## config.mk

```make
export PLATFORM = sky130hd
export DESIGN_NAME = mdio_dual_slave
export DESIGN_NICKNAME = d
export VERILOG_FILES = /design/src/rtl/mdio_slave_pkg.sv /design/src/rtl/mdio_pre_det.sv /design/src/rtl/mdio_frame_rx.sv /design/src/rtl/mdio_rd_drv.sv /design/src/rtl/mdio_dual_slave.sv
export SDC_FILE = /design/constraint.sdc
export NUM_CORES = 1
export LEC_CHECK = 0
export CORE_ASPECT_RATIO = 0.9
export CORE_MARGIN = 2
export CORE_UTILIZATION = 50
export CTS_CLUSTER_DIAMETER = 30
export DETAILED_ROUTE_END_ITERATION = 10
export GPL_TIMING_DRIVEN = 0
export PLACE_DENSITY = 0.74
export SLEW_MARGIN = 5
export SYNTH_ARGS = -nofsm -noshare
export SYNTH_HDL_FRONTEND = slang
export SYNTH_SLANG_ARGS = --single-unit
```

## constraint.sdc

```tcl
create_clock -name mdc -period 4.1 [get_ports mdc]
set_clock_uncertainty 0.15 [all_clocks]
set_input_delay 0.82 -clock mdc [delete_from_list [all_inputs] [get_ports mdc]]
set_output_delay 0.82 -clock mdc [all_outputs]
set_load 0.1 [all_outputs]
```

## src/rtl/mdio_slave_pkg.sv

```systemverilog
package mdio_slave_pkg;

   typedef enum logic [0:0] {
      RX_HUNT = 1'b0,
      RX_BODY = 1'b1
   } rx_state_t;

   // Extended-space opcodes
   localparam logic [1:0] OPX_ADDR  = 2'b00;
   localparam logic [1:0] OPX_WRITE = 2'b01;
   localparam logic [1:0] OPX_RDINC = 2'b10;
   // Direct-space opcodes
   localparam logic [1:0] OPD_WRITE = 2'b01;
   localparam logic [1:0] OPD_READ  = 2'b10;

   // Header = start(2) + opcode(2) + phy addr + dev/reg addr
   function automatic int hdr_bits(input int phy_w);
      return 4 + 2 * phy_w;
   endfunction

   // Header + turnaround(2) + data
   function automatic int frm_bits(input int phy_w, input int data_w);
      return hdr_bits(phy_w) + 2 + data_w;
   endfunction

endpackage

```

## src/rtl/mdio_pre_det.sv

```systemverilog
module mdio_pre_det #(
   parameter int PRE_LEN = 32
) (
   input  logic clk,
   input  logic rst_n,
   input  logic hold,
   input  logic bit_i,
   output logic pre_ok
);
   localparam int CW = $clog2(PRE_LEN + 1);
   localparam logic [CW-1:0] CNT_TOP = CW'(PRE_LEN);

   generate
      if (PRE_LEN < 2) begin : g_bad_len
         $error("mdio_pre_det: PRE_LEN must be at least 2");
      end
   endgenerate

   logic [CW-1:0] ones_q;

   // Counts consecutive ones while hunting; saturates at PRE_LEN
   always_ff @(posedge clk or negedge rst_n) begin
      if (!rst_n) begin
         ones_q <= '0;
      end else if (hold || !bit_i) begin
         ones_q <= '0;
      end else if (ones_q != CNT_TOP) begin
         ones_q <= ones_q + 1'b1;
      end
   end

   assign pre_ok = (ones_q == CNT_TOP);

endmodule

```

## src/rtl/mdio_frame_rx.sv

```systemverilog
module mdio_frame_rx
   import mdio_slave_pkg::*;
#(
   parameter int PHY_W  = 5,
   parameter int DATA_W = 16
) (
   input  logic              clk,
   input  logic              rst_n,
   input  logic              bit_i,
   input  logic              pre_ok,
   input  logic              start_val,
   output logic              in_frame,
   output logic [$clog2(frm_bits(PHY_W, DATA_W))-1:0] idx,
   output logic              hdr_vld,
   output logic [1:0]        op_q,
   output logic [PHY_W-1:0]  pa_q,
   output logic [PHY_W-1:0]  da_q,
   output logic              end_stb,
   output logic [DATA_W-1:0] data_w
);
   localparam int HDR_BITS = hdr_bits(PHY_W);
   localparam int FRM_BITS = frm_bits(PHY_W, DATA_W);
   localparam int CW       = $clog2(FRM_BITS);
   localparam int SW       = (HDR_BITS > DATA_W) ? HDR_BITS - 1 : DATA_W - 1;
   localparam int FLD_W    = 2 * PHY_W + 2;
   localparam logic [CW-1:0] IDX_ST1 = CW'(1);
   localparam logic [CW-1:0] IDX_HDR = CW'(HDR_BITS - 1);
   localparam logic [CW-1:0] IDX_END = CW'(FRM_BITS - 1);

   rx_state_t       st_q;
   logic [SW-1:0]   sh_q;
   logic [FLD_W-1:0] fld;

   // opcode, phy address and dev/reg address as of the last header bit
   assign fld      = {sh_q[FLD_W-2:0], bit_i};
   assign in_frame = (st_q == RX_BODY);
   assign end_stb  = in_frame && (idx == IDX_END);
   assign data_w   = {sh_q[DATA_W-2:0], bit_i};

   always_ff @(posedge clk or negedge rst_n) begin
      if (!rst_n) begin
         st_q    <= RX_HUNT;
         idx     <= '0;
         sh_q    <= '0;
         hdr_vld <= 1'b0;
         op_q    <= '0;
         pa_q    <= '0;
         da_q    <= '0;
      end else begin
         case (st_q)
            RX_HUNT: begin
               if (pre_ok && !bit_i) begin
                  st_q    <= RX_BODY;
                  idx     <= IDX_ST1;
                  sh_q    <= '0;
                  hdr_vld <= 1'b0;
               end
            end
            default: begin
               sh_q <= {sh_q[SW-2:0], bit_i};
               idx  <= idx + 1'b1;
               if (idx == IDX_ST1 && bit_i != start_val) begin
                  st_q <= RX_HUNT;
                  idx  <= '0;
               end
               if (idx == IDX_HDR) begin
                  op_q    <= fld[FLD_W-1 -: 2];
                  pa_q    <= fld[2*PHY_W-1 -: PHY_W];
                  da_q    <= fld[PHY_W-1:0];
                  hdr_vld <= 1'b1;
               end
               if (idx == IDX_END) begin
                  st_q    <= RX_HUNT;
                  idx     <= '0;
                  hdr_vld <= 1'b0;
               end
            end
         endcase
      end
   end

endmodule

```

## src/rtl/mdio_rd_drv.sv

```systemverilog
module mdio_rd_drv
   import mdio_slave_pkg::*;
#(
   parameter int PHY_W  = 5,
   parameter int DATA_W = 16
) (
   input  logic              clk,
   input  logic              rst_n,
   input  logic              go,
   input  logic              in_frame,
   input  logic [$clog2(frm_bits(PHY_W, DATA_W))-1:0] idx,
   input  logic [DATA_W-1:0] word,
   output logic              mdio_o,
   output logic              mdio_oe
);
   localparam int HDR_BITS = hdr_bits(PHY_W);
   localparam int FRM_BITS = frm_bits(PHY_W, DATA_W);
   localparam int CW       = $clog2(FRM_BITS);
   localparam logic [CW-1:0] IDX_TA0 = CW'(HDR_BITS);
   localparam logic [CW-1:0] IDX_TA1 = CW'(HDR_BITS + 1);
   localparam logic [CW-1:0] IDX_END = CW'(FRM_BITS - 1);

   generate
      if (DATA_W < 3) begin : g_bad_w
         $error("mdio_rd_drv: DATA_W must be at least 3");
      end
   endgenerate

   logic [DATA_W-2:0] sh_q;

   // Drive value for wire bit k+1 is set at the edge that samples bit k
   always_ff @(posedge clk or negedge rst_n) begin
      if (!rst_n) begin
         mdio_oe <= 1'b0;
         mdio_o  <= 1'b0;
         sh_q    <= '0;
      end else if (!in_frame || !go) begin
         mdio_oe <= 1'b0;
         mdio_o  <= 1'b0;
      end else if (idx == IDX_TA0) begin
         mdio_oe <= 1'b1;
         mdio_o  <= 1'b0;
      end else if (idx == IDX_TA1) begin
         mdio_o <= word[DATA_W-1];
         sh_q   <= word[DATA_W-2:0];
      end else if (idx == IDX_END) begin
         mdio_oe <= 1'b0;
         mdio_o  <= 1'b0;
      end else if (mdio_oe) begin
         mdio_o <= sh_q[DATA_W-2];
         sh_q   <= {sh_q[DATA_W-3:0], 1'b0};
      end
   end

endmodule

```

## src/rtl/mdio_dual_slave.sv

```systemverilog
module mdio_dual_slave
   import mdio_slave_pkg::*;
#(
   parameter int          PHY_W     = 5,
   parameter int          ADDR_W    = 16,
   parameter int          DATA_W    = 16,
   parameter int          PRE_LEN   = 32,
   parameter logic [4:0]  DEV_ADDR  = 5'd1,
   parameter bit          RD_INC_EN = 1'b1
) (
   input  logic              mdc,
   input  logic              rst_n,
   input  logic              mode_c22,
   input  logic [PHY_W-2:0]  port_pins,
   input  logic              mdio_i,
   output logic              mdio_o,
   output logic              mdio_oe,
   output logic [ADDR_W-1:0] reg_addr,
   output logic              reg_we,
   output logic [DATA_W-1:0] reg_wdata,
   input  logic [DATA_W-1:0] reg_rdata,
   input  logic              reg_valid,
   input  logic              reg_ro
);
   localparam int CW = $clog2(frm_bits(PHY_W, DATA_W));

   generate
      if (PHY_W < 2 || PHY_W > 5) begin : g_bad_phy
         $error("mdio_dual_slave: PHY_W must be 2..5");
      end
      if (ADDR_W <= PHY_W || ADDR_W > DATA_W) begin : g_bad_addr
         $error("mdio_dual_slave: need PHY_W < ADDR_W <= DATA_W");
      end
   endgenerate

   logic              pre_ok, in_frame, hdr_vld, end_stb;
   logic [CW-1:0]     idx;
   logic [1:0]        op_q;
   logic [PHY_W-1:0]  pa_q, da_q;
   logic [DATA_W-1:0] data_w;
   logic [ADDR_W-1:0] held_q, held_inc;
   logic              match, dev_ok, is_rd, is_wr, is_adr, is_inc, go, act;
   logic [DATA_W-1:0] rd_word;

   mdio_pre_det #(.PRE_LEN(PRE_LEN)) u_pre (
      .clk    (mdc),
      .rst_n  (rst_n),
      .hold   (in_frame),
      .bit_i  (mdio_i),
      .pre_ok (pre_ok)
   );

   mdio_frame_rx #(.PHY_W(PHY_W), .DATA_W(DATA_W)) u_rx (
      .clk       (mdc),
      .rst_n     (rst_n),
      .bit_i     (mdio_i),
      .pre_ok    (pre_ok),
      .start_val (mode_c22),
      .in_frame  (in_frame),
      .idx       (idx),
      .hdr_vld   (hdr_vld),
      .op_q      (op_q),
      .pa_q      (pa_q),
      .da_q      (da_q),
      .end_stb   (end_stb),
      .data_w    (data_w)
   );

   // Frame classification
   assign match  = (pa_q[PHY_W-1:1] == port_pins) && !pa_q[0];
   assign dev_ok = mode_c22 || (da_q == DEV_ADDR[PHY_W-1:0]);
   assign is_rd  = mode_c22 ? (op_q == OPD_READ) : op_q[1];
   assign is_wr  = mode_c22 ? (op_q == OPD_WRITE) : (op_q == OPX_WRITE);
   assign is_adr = !mode_c22 && (op_q == OPX_ADDR);
   assign is_inc = !mode_c22 && (op_q == OPX_RDINC);
   assign go     = hdr_vld && match && is_rd;
   assign act    = end_stb && hdr_vld && match && dev_ok;

   assign reg_addr = mode_c22 ? {{(ADDR_W-PHY_W){1'b0}}, da_q} : held_q;
   assign rd_word  = (dev_ok && reg_valid) ? reg_rdata : '0;

   generate
      if (RD_INC_EN) begin : g_inc
         assign held_inc = held_q + 1'b1;
      end else begin : g_noinc
         assign held_inc = held_q;
      end
   endgenerate

   always_ff @(posedge mdc or negedge rst_n) begin
      if (!rst_n) begin
         held_q    <= '0;
         reg_we    <= 1'b0;
         reg_wdata <= '0;
      end else begin
         reg_we <= 1'b0;
         if (act) begin
            if (is_adr) begin
               held_q <= data_w[ADDR_W-1:0];
            end
            if (is_inc) begin
               held_q <= held_inc;
            end
            if (is_wr && reg_valid && !reg_ro) begin
               reg_we    <= 1'b1;
               reg_wdata <= data_w;
            end
         end
      end
   end

   mdio_rd_drv #(.PHY_W(PHY_W), .DATA_W(DATA_W)) u_drv (
      .clk      (mdc),
      .rst_n    (rst_n),
      .go       (go),
      .in_frame (in_frame),
      .idx      (idx),
      .word     (rd_word),
      .mdio_o   (mdio_o),
      .mdio_oe  (mdio_oe)
   );

endmodule

```

==> summary.md, run 1 <==
| Metric | Value |
|---|---|
| CTS buffer count | `9` |
| Initial Util | `51.13%` |
| Slew headroom | `35.19%` |
| Post-DP HPWL | `7038 um` |
| P_leak | `roughly 2.5 nW` |
| GRT overflow | `0` |
| Slew Limit Fails | `0` |
| Max-cap violation count | `0` |
| Mapped cell area | `4360 um2` |
| Antenna violations before repair | `0` |
| CTS tree | `built` |
| First-pass GRT wire length | `16120 um` |
| FMAX | `0.2556 GHz` |
| Clk_lat worst skew | `0.37 ns` |
| Yosys warnings | `0` |
| Startpoint types | `input pin` |
| GRT met3 Usage | `between 5 and 6%` |
| Number of global-route vias before repair | `3306` |
| Slowest stage delay, CP | `0.97 ns` |
| Worst-path clk slew | `0.09 ns` |
| DR pass1 iterations | `4` |
| Synthesis-to-layout area growth | `22.12%` |
| Antenna diode count | `0` |
| RSZ-0062 raised after global routing | `no` |
| Count of state elements after synthesis | `90` |
| Tcrit/Tclk final | `95.44%` |
| Syn_nets | `452` |
| H-tree levels | `3` |
| TNS Setup | `0 ns` |
| Slew @ Worst Pin | `0.9691 ns` |
| Register area share after synthesis | `between 50 and 60%` |
| Clk root buf | `clkbuf_8` |
| GR met1 Demand/Resource | `32.52%` |
| Setup-failing EPs final | `0` |
| Minimum clock period | `3.913 ns` |
| Fillers | `733` |
| Critical Path End Type | `output port` |
| Port bufs | `60` |
| Pin count of the biggest net entering global routing | `61` |
| Row count | `32` |
| Most used cell, CP | `clkdlybuf4s50_1` |
| Asr flop ratio synth | `between 90% and 100%` |
| Worst hold slack | `between 0.2 and 0.25 ns` |
| Mapped Cells | `418` |
| WL/cell | `15.95 um` |
| Grt peak-use layer | `met1` |
| Die ar. | `9485 um2` |
| Slowest library cell on the worst path | `clkdlybuf4s50_1` |
| Max clock buf depth | `2` |
| Share of cells above drive strength 1 | `12.93%` |
| Most frequent cells in the layout | `90 x dfrtp_1, 57 x a21oi_1, 50 x clkdlybuf4s50_1` |
| Clock sink count | `90` |
| DR vias | `3455` |
| Worst min path class | `in -> async` |
| GRT met2 Usage | `about a third` |
| Worst ir drop on vdd | `0.2117 mV` |
| Util after Layout | `62.44%` |
| Final wirelength | `9791 um` |
| Via-to-Cell Ratio | `5.627` |
| Status | `finished, final reports clean` |
| Synth cell types | `45` |
| Most common cell after layout, fill and taps aside | `dfrtp_1` |
| PD cells | `293.4 nW/um2` |
| Core Box Area | `8528 um2` |
| Flop2flop setup slack | `roughly 1.6 ns` |
| Top-Level Pins | `61` |
| GRT Util Overall | `22.08%` |
| WP data arrival | `approximately 2.9 ns` |
| Chip height | `92.60 um` |
| Drt drc | `0` |
| DIE WIDTH | `102.4 um` |
| Post-CTS Hold Buffers | `0` |
| Kind of critical path | `in -> out` |
| Initial DRC count | `about 240` |
| Final nets | `524` |
| Ys flop type | `dfrtp_1` |
| Antenna Nets Post-Route | `0` |
| Worst-path fanout max | `10` |
| CP cell instances | `clkdlybuf4s50_1, buf_2, mux2_2, clkdlybuf4s50_1` |
| Number of synthesized flops with an enable pin | `0` |
| Worst Path Required | `3.13 ns` |
| Syn avg cell area | `10.43 um2` |
| GP Congestion | `0.8675` |
| Final number of hold-violating endpoints | `0` |
-- cells in the mapped netlist, drive strengths merged (2+ instances only) --
| master | number | area, um2 |
|---|---|---|
| o22a | 2 | 17.52 |
| inv | 9 | 33.78 |
| a21oi | 57 | 285.3 |
| dfrtp | 90 | 2252 |
| a22o | 16 | 140.1 |
| o41ai | 2 | 25.03 |
| and2 | 2 | 12.51 |
| and3 | 5 | 31.28 |
| mux2i | 5 | 50.05 |
| xnor2 | 9 | 78.83 |
| nand4 | 3 | 18.77 |
| nor3 | 5 | 25.02 |
| nor4 | 4 | 46.29 |
| ha | 8 | 100.1 |
| nand3 | 16 | 85.08 |
| nor2b | 26 | 162.7 |
| nand4b | 2 | 23.77 |
| o32ai | 2 | 17.52 |
| nand2 | 29 | 108.9 |
| o22ai | 6 | 37.54 |
| xor2 | 2 | 17.52 |
| nand2b | 5 | 31.28 |
| nor2 | 28 | 105.1 |
| buf | 15 | 88.83 |
| clkbuf | 9 | 33.78 |
| o21ai | 20 | 100.1 |
| and4 | 2 | 17.52 |
| mux2 | 31 | 349.1 |
-- metrics by stage --
step           std cells  power [mW]  setup WS, ns  area, um2
6_report             614       1.562        0.1869       5325
5_1_grt              614       1.622        0.1570       5325
3_3_place_gp         597       1.017        -1.159       5110
2_1_floorplan        418      0.9618        0.5686       4360
4_1_cts              614       1.580      0.009523       5309
3_5_place_dp         598       1.023       -0.2746       5135
-- flip-flops by register name, summed over array words and instances, names as in the netlist --
register	cells
u_drv.sh_q	15
u_rx.op_q	2
u_drv.mdio_oe	1
u_rx.hdr_vld	1
held_q	16
u_pre.ones_q	6
u_rx.idx	5
reg_wdata	16
u_rx.sh_q	15
u_rx.in_frame	1
u_rx.da_q	5
u_drv.mdio_o	1
reg_we	1
u_rx.pa_q	5
-- metal layers --
| metal | vias to the layer above | wire length, um |
|---|---|---|
| li1 | 1631 | - |
| met1 | 1695 | 4533 |
| met2 | 113 | 4570 |
| met3 | 16 | 510 |
| met4 | 0 | 176 |
| met5 | - | 0 |
-- critical path, delay by kind of cell --
family / cells / cell delay, ns
buf+inv: 3 / 1.73
mux: 1 / 0.38
-- final cells by class --
class                           instances  area, um2  area share, %
Clock inverter                          6      47.55         0.8929
Sequential cell                        90       2252          42.29
Buffer                                 24      122.6          2.303
Tap cell                              119      148.9          2.796
Multi-Input combinational cell        295       1952          36.65
Inverter                                9      33.78         0.6344
Timing Repair Buffer                   61      640.6          12.03
Clock buffer                           10      127.6          2.397
-- logic make-up after synthesis --
group / after synthesis / share of synthesized area (%)
simple gates: 128 / 15.55
compound gates: 112 / 15.55
flops: 90 / 51.65
mux: 36 / 9.153
buf+inv: 33 / 3.587
xor+xnor: 11 / 2.210
fa+ha+maj: 8 / 2.296
-- repair_timing --
item,CTS,global route
endpoints found under the setup margin,1,9
gates resized for setup,1,10
hold endpoints to repair,0,0
setup buffers,0,0
-- power breakdown --
part	internal (mW)	switching [mW]	total, mW	leakage [nW]
Combinational	0.0419	0.0532	0.0951	1.22
Sequential	0.895	0.0126	0.908	1.23
Clock	0.227	0.332	0.559	0.0877
-- final timing paths --
check	end	start	depth (start not counted)
hold reg to reg	reg_wdata[12]$_DFFE_PN0P_	reg_wdata[12]$_DFFE_PN0P_	1
max in group asynchronous	u_rx.pa_q[1]$_DFFE_PN0P_	rst_n	2
min in group mdc	reg_wdata[12]$_DFFE_PN0P_	reg_wdata[12]$_DFFE_PN0P_	1
setup / recovery	reg_addr[4]	mode_c22	4
setup reg to reg	u_drv.sh_q[12]$_DFFE_PN0P_	u_rx.idx[0]$_DFFE_PN0P_	8
hold / removal	held_q[13]$_DFFE_PN0P_	rst_n	1
No activity file was read; power rests on OpenSTA's default activity.
==> inputs of run 2 (changes only) <==
- PLACE_DENSITY: 0.74 -> 0.84
==> run 2 against run 1 <==
Via count increased by 0.72%. Critical path depth did not move. Total power up 5.8%. Highest routed layer unchanged. Largest cell class unchanged.
==> summary.md, run 2 (synthesis gave the netlist of run 1 again) <==
| Metric | Value |
|---|---|
| FMAX | `about 0.26 GHz` |
| Share of cells above drive strength 1 | `around an eighth` |
| Critical Path End Type | `output port` |
| RSZ-0062 raised after global routing | `no` |
| Largest regs | `held_q: 16 flops, reg_wdata: 16 flops` |
| Post-CTS Hold Buffers | `0` |
| Core Box Area | `~8500 um2` |
| Initial Util | `51.13%` |
| GRT Util Overall | `22.71%` |
| Design Area, Final | `5366 um2` |
| Status | `finished, final reports clean` |
| Via-to-Cell Ratio | `5.668` |
| First-pass GRT wire length | `16770 um` |
| Antenna diode count | `0` |
| Final nets | `524` |
| Startpoint types | `input pin` |
| Max clock buf depth | `2` |
| Area of the multi-input gates | `1952 um2` |
| Most common cell after layout, fill and taps aside | `dfrtp_1` |
| CTS tree | `built` |
| Port bufs | `60` |
| Setup-failing EPs final | `0` |
| DR vias | `3480` |
| GP Congestion | `0.9293` |
| Worst-path clk slew | `0.10 ns` |
| Worst Path Required | `3.13 ns` |
| Post-CTS setup buffer count | `0` |
| Chip height | `92.60 um` |
| P_leak | `2.555 nW` |
| H-tree levels | `3` |
| Met3 wire length | `485 um` |
| Die ar. | `approximately 9500 um2` |
| Antenna violations before repair | `0` |
| Worst-path fanout max | `10` |
| PD cells | `308.1 nW/um2` |
| Post-CTS Resized | `1` |
| Worst ir drop on vdd | `0.1818 mV` |
| Initial DRC count | `around 190` |
| Top-Level Pins | `a little over 60` |
| Top Layer Used | `met4` |
| Most frequent cells in the layout | `90 x dfrtp_1, 57 x a21oi_1, 50 x clkdlybuf4s50_1` |
| Met2 wire len | `approximately 4700 um` |
| CTS buffer count | `9` |
| DR pass1 iterations | `5` |
| Slew @ Worst Pin | `just under 1 ns` |
| Clock sink count | `90` |
| Final number of hold-violating endpoints | `0` |
| Minimum clock period | `3.912 ns` |
| Row count | `32` |
| Worst min path class | `in -> async` |
| WL/cell | `16.56 um` |
| Tcrit/Tclk final | `95.41%` |
| Post-DP HPWL | `between 7000 and 8000 um` |
| Slew Limit Fails | `0` |
| Final wirelength | `10170 um` |
| Wire length on met1 | `between 4000 and 5000 um` |
| Sequential cell area | `roughly 2300 um2` |
| DIE WIDTH | `102.4 um` |
| Util after Layout | `approximately 63%` |
| Fillers | `661` |
| Max-cap violation count | `0` |
| Drt drc | `0` |
| GRT overflow | `0` |
| Clk_lat worst skew | `0.37 ns` |
| WP data arrival | `2.94 ns` |
| Pin count of the biggest net entering global routing | `65` |
| Number of global-route vias before repair | `3391` |
| Kind of critical path | `in -> out` |
| Slew headroom | `34.20%` |
| Antenna Nets Post-Route | `0` |
| Clk root buf | `clkbuf_8` |
| Placed Area | `5135 um2` |
| Synthesis-to-layout area growth | `23.07%` |
==> run 2: changes by cell type in the layout (fill, tap and decap cells not counted) <==
| cell | previous run | this run |
|---|---|---|
| inv_8 | 0 | 2 |
| clkinv_4 | 1 | 0 |
| clkinvlp_4 | 1 | 2 |
| clkinv_8 | 0 | 1 |
| clkinv_2 | 1 | 0 |
| clkbuf_1 | 10 | 9 |
| inv_6 | 3 | 1 |
| bufinv_16 | 0 | 1 |
==> run 2: layer usage <==
metal / up-vias / GRT usage [%]
li1: 1634 / -
met1: 1700 / 33.53
met2: 127 / 34.48
met3: 19 / 2.943
met4: 0 / 8.111
met5: - / 0
==> run 2: worst max-delay path: stages <==
cell and delay [ns]:
clkdlybuf4s50_1 0.50, buf_2 0.27, mux2_2 0.38, clkdlybuf4s50_1 0.97
==> run 2: worst paths after layout <==
check | from | end | slack [ns] | depth (start not counted)
worst min register to register | reg_wdata[9]$_DFFE_PN0P_ | reg_wdata[9]$_DFFE_PN0P_ | 0.34 | 1
min in group mdc | reg_wdata[9]$_DFFE_PN0P_ | reg_wdata[9]$_DFFE_PN0P_ | 0.34 | 1
max in group asynchronous | rst_n | u_rx.idx[1]$_DFFE_PN0P_ | 2.95 | 2
worst min-delay path | rst_n | held_q[13]$_DFFE_PN0P_ | 0.21 | 1
worst max register to register | u_rx.idx[0]$_DFFE_PN0P_ | held_q[2]$_DFFE_PN0P_ | 1.62 | 8
worst max-delay path | mode_c22 | reg_addr[4] | 0.19 | 4
==> run 2: layout make-up <==
cell class | instances | share of cell area (%)
repair buffers | 61 | 11.94
well taps | 119 | 2.775
clock inverters | 7 | 1.725
multi-input cells | 295 | 36.37
flip-flops and latches | 90 | 41.97
plain buffers | 24 | 2.285
inverters | 9 | 0.6295
clock buffers | 9 | 2.308
==> run 2: power breakdown <==
part,total [mW],leakage (nW),internal (mW),switching (mW)
logic,0.0979,1.22,0.0423,0.0557
clock network,0.648,0.103,0.297,0.351
registers,0.908,1.23,0.896,0.0121
==> run 2: through the flow <==
step / cells / setup slack, ns / power, mW / setup TNS (ns) / hold slack, ns
after floorplan: 418 / 0.5686 / 0.9618 / 0 / 0.3083
after global placement: 597 / -1.113 / 1.016 / -99.98 / 0.3220
after detailed placement: 598 / -0.2699 / 1.023 / -0.2699 / 0.3246
after CTS: 614 / 0.01243 / 1.663 / 0 / 0.2140
after global routing: 614 / 0.1400 / 1.709 / 0 / 0.2266
final: 614 / 0.1883 / 1.654 / 0 / 0.2079
==> inputs of run 3 (changes only) <==
- CORE_UTILIZATION: 50 -> 49
- CTS_CLUSTER_DIAMETER: 30 -> 60
- PLACE_DENSITY: 0.84 -> 0.86
- clock period: 4.1 -> 3.3 ns (I/O delays scaled with it)
==> run 3 against run 2 <==
Clock-buffer cell count increased by 1. Largest power group unchanged. Wire length decreased by 1.9%. Clock power increased by 13%. Utilization decreased by 0.92 points. Total power increased by 20%. Sequential share of layout area increased by 0.23 points. Cell area decreased by 0.54%. Non-clock buffer count unchanged. Largest cell class unchanged. Sequential cell count unchanged. Sequential power increased by 24%. Cell count unchanged.
==> summary.md, run 3 (synthesis gave the netlist of run 1 again) <==
| Metric | Value |
|---|---|
| Status | `finished, final reports clean` |
| Max-cap violation count | `0` |
| Clk_lat worst skew | `0.36 ns` |
| Util after Layout | `a little over 60%` |
| Number of global-route vias before repair | `3409` |
| Port bufs | `60` |
| GRT overflow | `0` |
| Flop2flop setup slack | `0.83 ns` |
| GRT Util Overall | `22.35%` |
| Startpoint types | `input pin` |
| Antenna violations before repair | `0` |
| Setup-failing EPs final | `0` |
| Slew headroom | `34.04%` |
| Clk root buf | `clkbuf_8` |
| Final setup margin | `0.1519 ns` |
| Drt drc | `0` |
| Post-CTS setup buffer count | `0` |
| Critical Path End Type | `output port` |
| Die ar. | `between 9000 and 10000 um2` |
| Antenna Nets Post-Route | `0` |
| Worst ir drop on vdd | `0.2770 mV` |
| Synthesis-to-layout area growth | `22.41%` |
| H-tree levels | `3` |
| Worst min path class | `in -> async` |
| Placed Area | `5135 um2` |
| Initial DRC count | `245` |
| PD cells | `between 300 and 400 nW/um2` |
| Top-Level Pins | `61` |
| Pre-CTS setup slack | `-0.7883 ns` |
| Kind of critical path | `in -> out` |
| DIE WIDTH | `between 100 and 150 um` |
| Final nets | `around 520` |
| Most common cell after layout, fill and taps aside | `dfrtp_1` |
| WL/cell | `about 16 um` |
| Slew @ Worst Pin | `0.9863 ns` |
| Chip height | `93.49 um` |
| Worst Path Required | `2.49 ns` |
| Post-CTS Hold Buffers | `0` |
| Final std cells w/o fill | `614` |
| Minimum clock period | `between 3 and 4 ns` |
| DR pass1 iterations | `7` |
| Row count | `32` |
| Final wirelength | `9976 um` |
| DR vias | `3502` |
| Tcrit/Tclk final | `95.40%` |
| RSZ-0062 raised after global routing | `no` |
| CTS tree | `built` |
| GP Congestion | `around 0.95` |
| Number of cells after detailed placement | `598` |
| Most frequent cells in the layout | `90 x dfrtp_1, 57 x a21oi_1, 43 x clkdlybuf4s50_1` |
| Max clock buf depth | `2` |
| Worst Reg-to-Reg Cells | `8` |
| Largest regs | `held_q: 16 flops, reg_wdata: 16 flops` |
| Worst-path fanout max | `10` |
| P_leak | `2.418 nW` |
| Final number of hold-violating endpoints | `0` |
| Slew Limit Fails | `0` |
| Share of cells above drive strength 1 | `15.76%` |
| FMAX | `0.3177 GHz` |
| Core Box Area | `between 8000 and 9000 um2` |
| Post-DP HPWL | `7329 um` |
| Clock sink count | `90` |
| First-pass GRT wire length | `16760 um` |
| Worst-path clk slew | `~0.09 ns` |
| CTS buffer count | `9` |
| Design Area, Final | `5338 um2` |
| Initial Util | `50.65%` |
| Via-to-Cell Ratio | `5.704` |
| Pin count of the biggest net entering global routing | `66` |
| Antenna diode count | `0` |
| WP data arrival | `2.34 ns` |
==> run 3: repair_timing <==
| item | in CTS | in global routing |
|---|---|---|
| hold endpoints to repair | 0 | 0 |
| gates resized for setup | 45 | 1 |
| endpoints found under the setup margin | 16 | 1 |
==> run 3: critical path: stages <==
cell             delay [ns]
clkdlybuf4s50_1        0.47
buf_2                  0.23
nor2b_1                0.11
dlygate4sd2_1          0.86
==> run 3: per-layer routing <==
layer | global-route usage, % | vias to the layer above | wire [um]
met2 | 34.62 | 123 | 4858
met3 | 4.709 | 14 | 565
met5 | 0 | - | 0
met4 | 6.031 | 0 | 153
li1 | - | 1636 | -
met1 | 31.94 | 1729 | 4398
==> run 3: per-stage QoR <==
step	power, mW	setup TNS [ns]	hold slack (ns)
6_report	1.976	0	0.05810
2_1_floorplan	1.195	0	0.2144
3_5_place_dp	1.271	-6.567	0.3251
4_1_cts	2.000	0	0.05273
5_1_grt	2.054	0	0.05445
3_3_place_gp	1.262	-164.80	0.3221
==> run 3: power breakdown <==
part           switching (mW)  internal (mW)
Sequential             0.0155           1.11
Clock                   0.419          0.310
Combinational          0.0665         0.0525
==> run 3: area by class of cell <==
cell class	instances	area, um2
clock inverters	6	55.05
fillers	670	3271
well taps	119	148.9
plain buffers	24	123.9
inverters	9	33.78
clock buffers	10	137.6
repair buffers	61	634.4
flip-flops and latches	90	2252
multi-input cells	295	1952
==> run 3: worst paths after layout <==
kind / start / to
worst min register to register: reg_wdata[8]$_DFFE_PN0P_ / reg_wdata[8]$_DFFE_PN0P_
worst max-delay path: mode_c22 / reg_addr[5]
worst min-delay path: rst_n / u_pre.ones_q[3]$_DFFE_PN0P_
max in group asynchronous: rst_n / held_q[9]$_DFFE_PN0P_
worst max register to register: u_rx.idx[1]$_DFFE_PN0P_ / u_drv.sh_q[10]$_DFFE_PN0P_
min in group mdc: reg_wdata[8]$_DFFE_PN0P_ / reg_wdata[8]$_DFFE_PN0P_
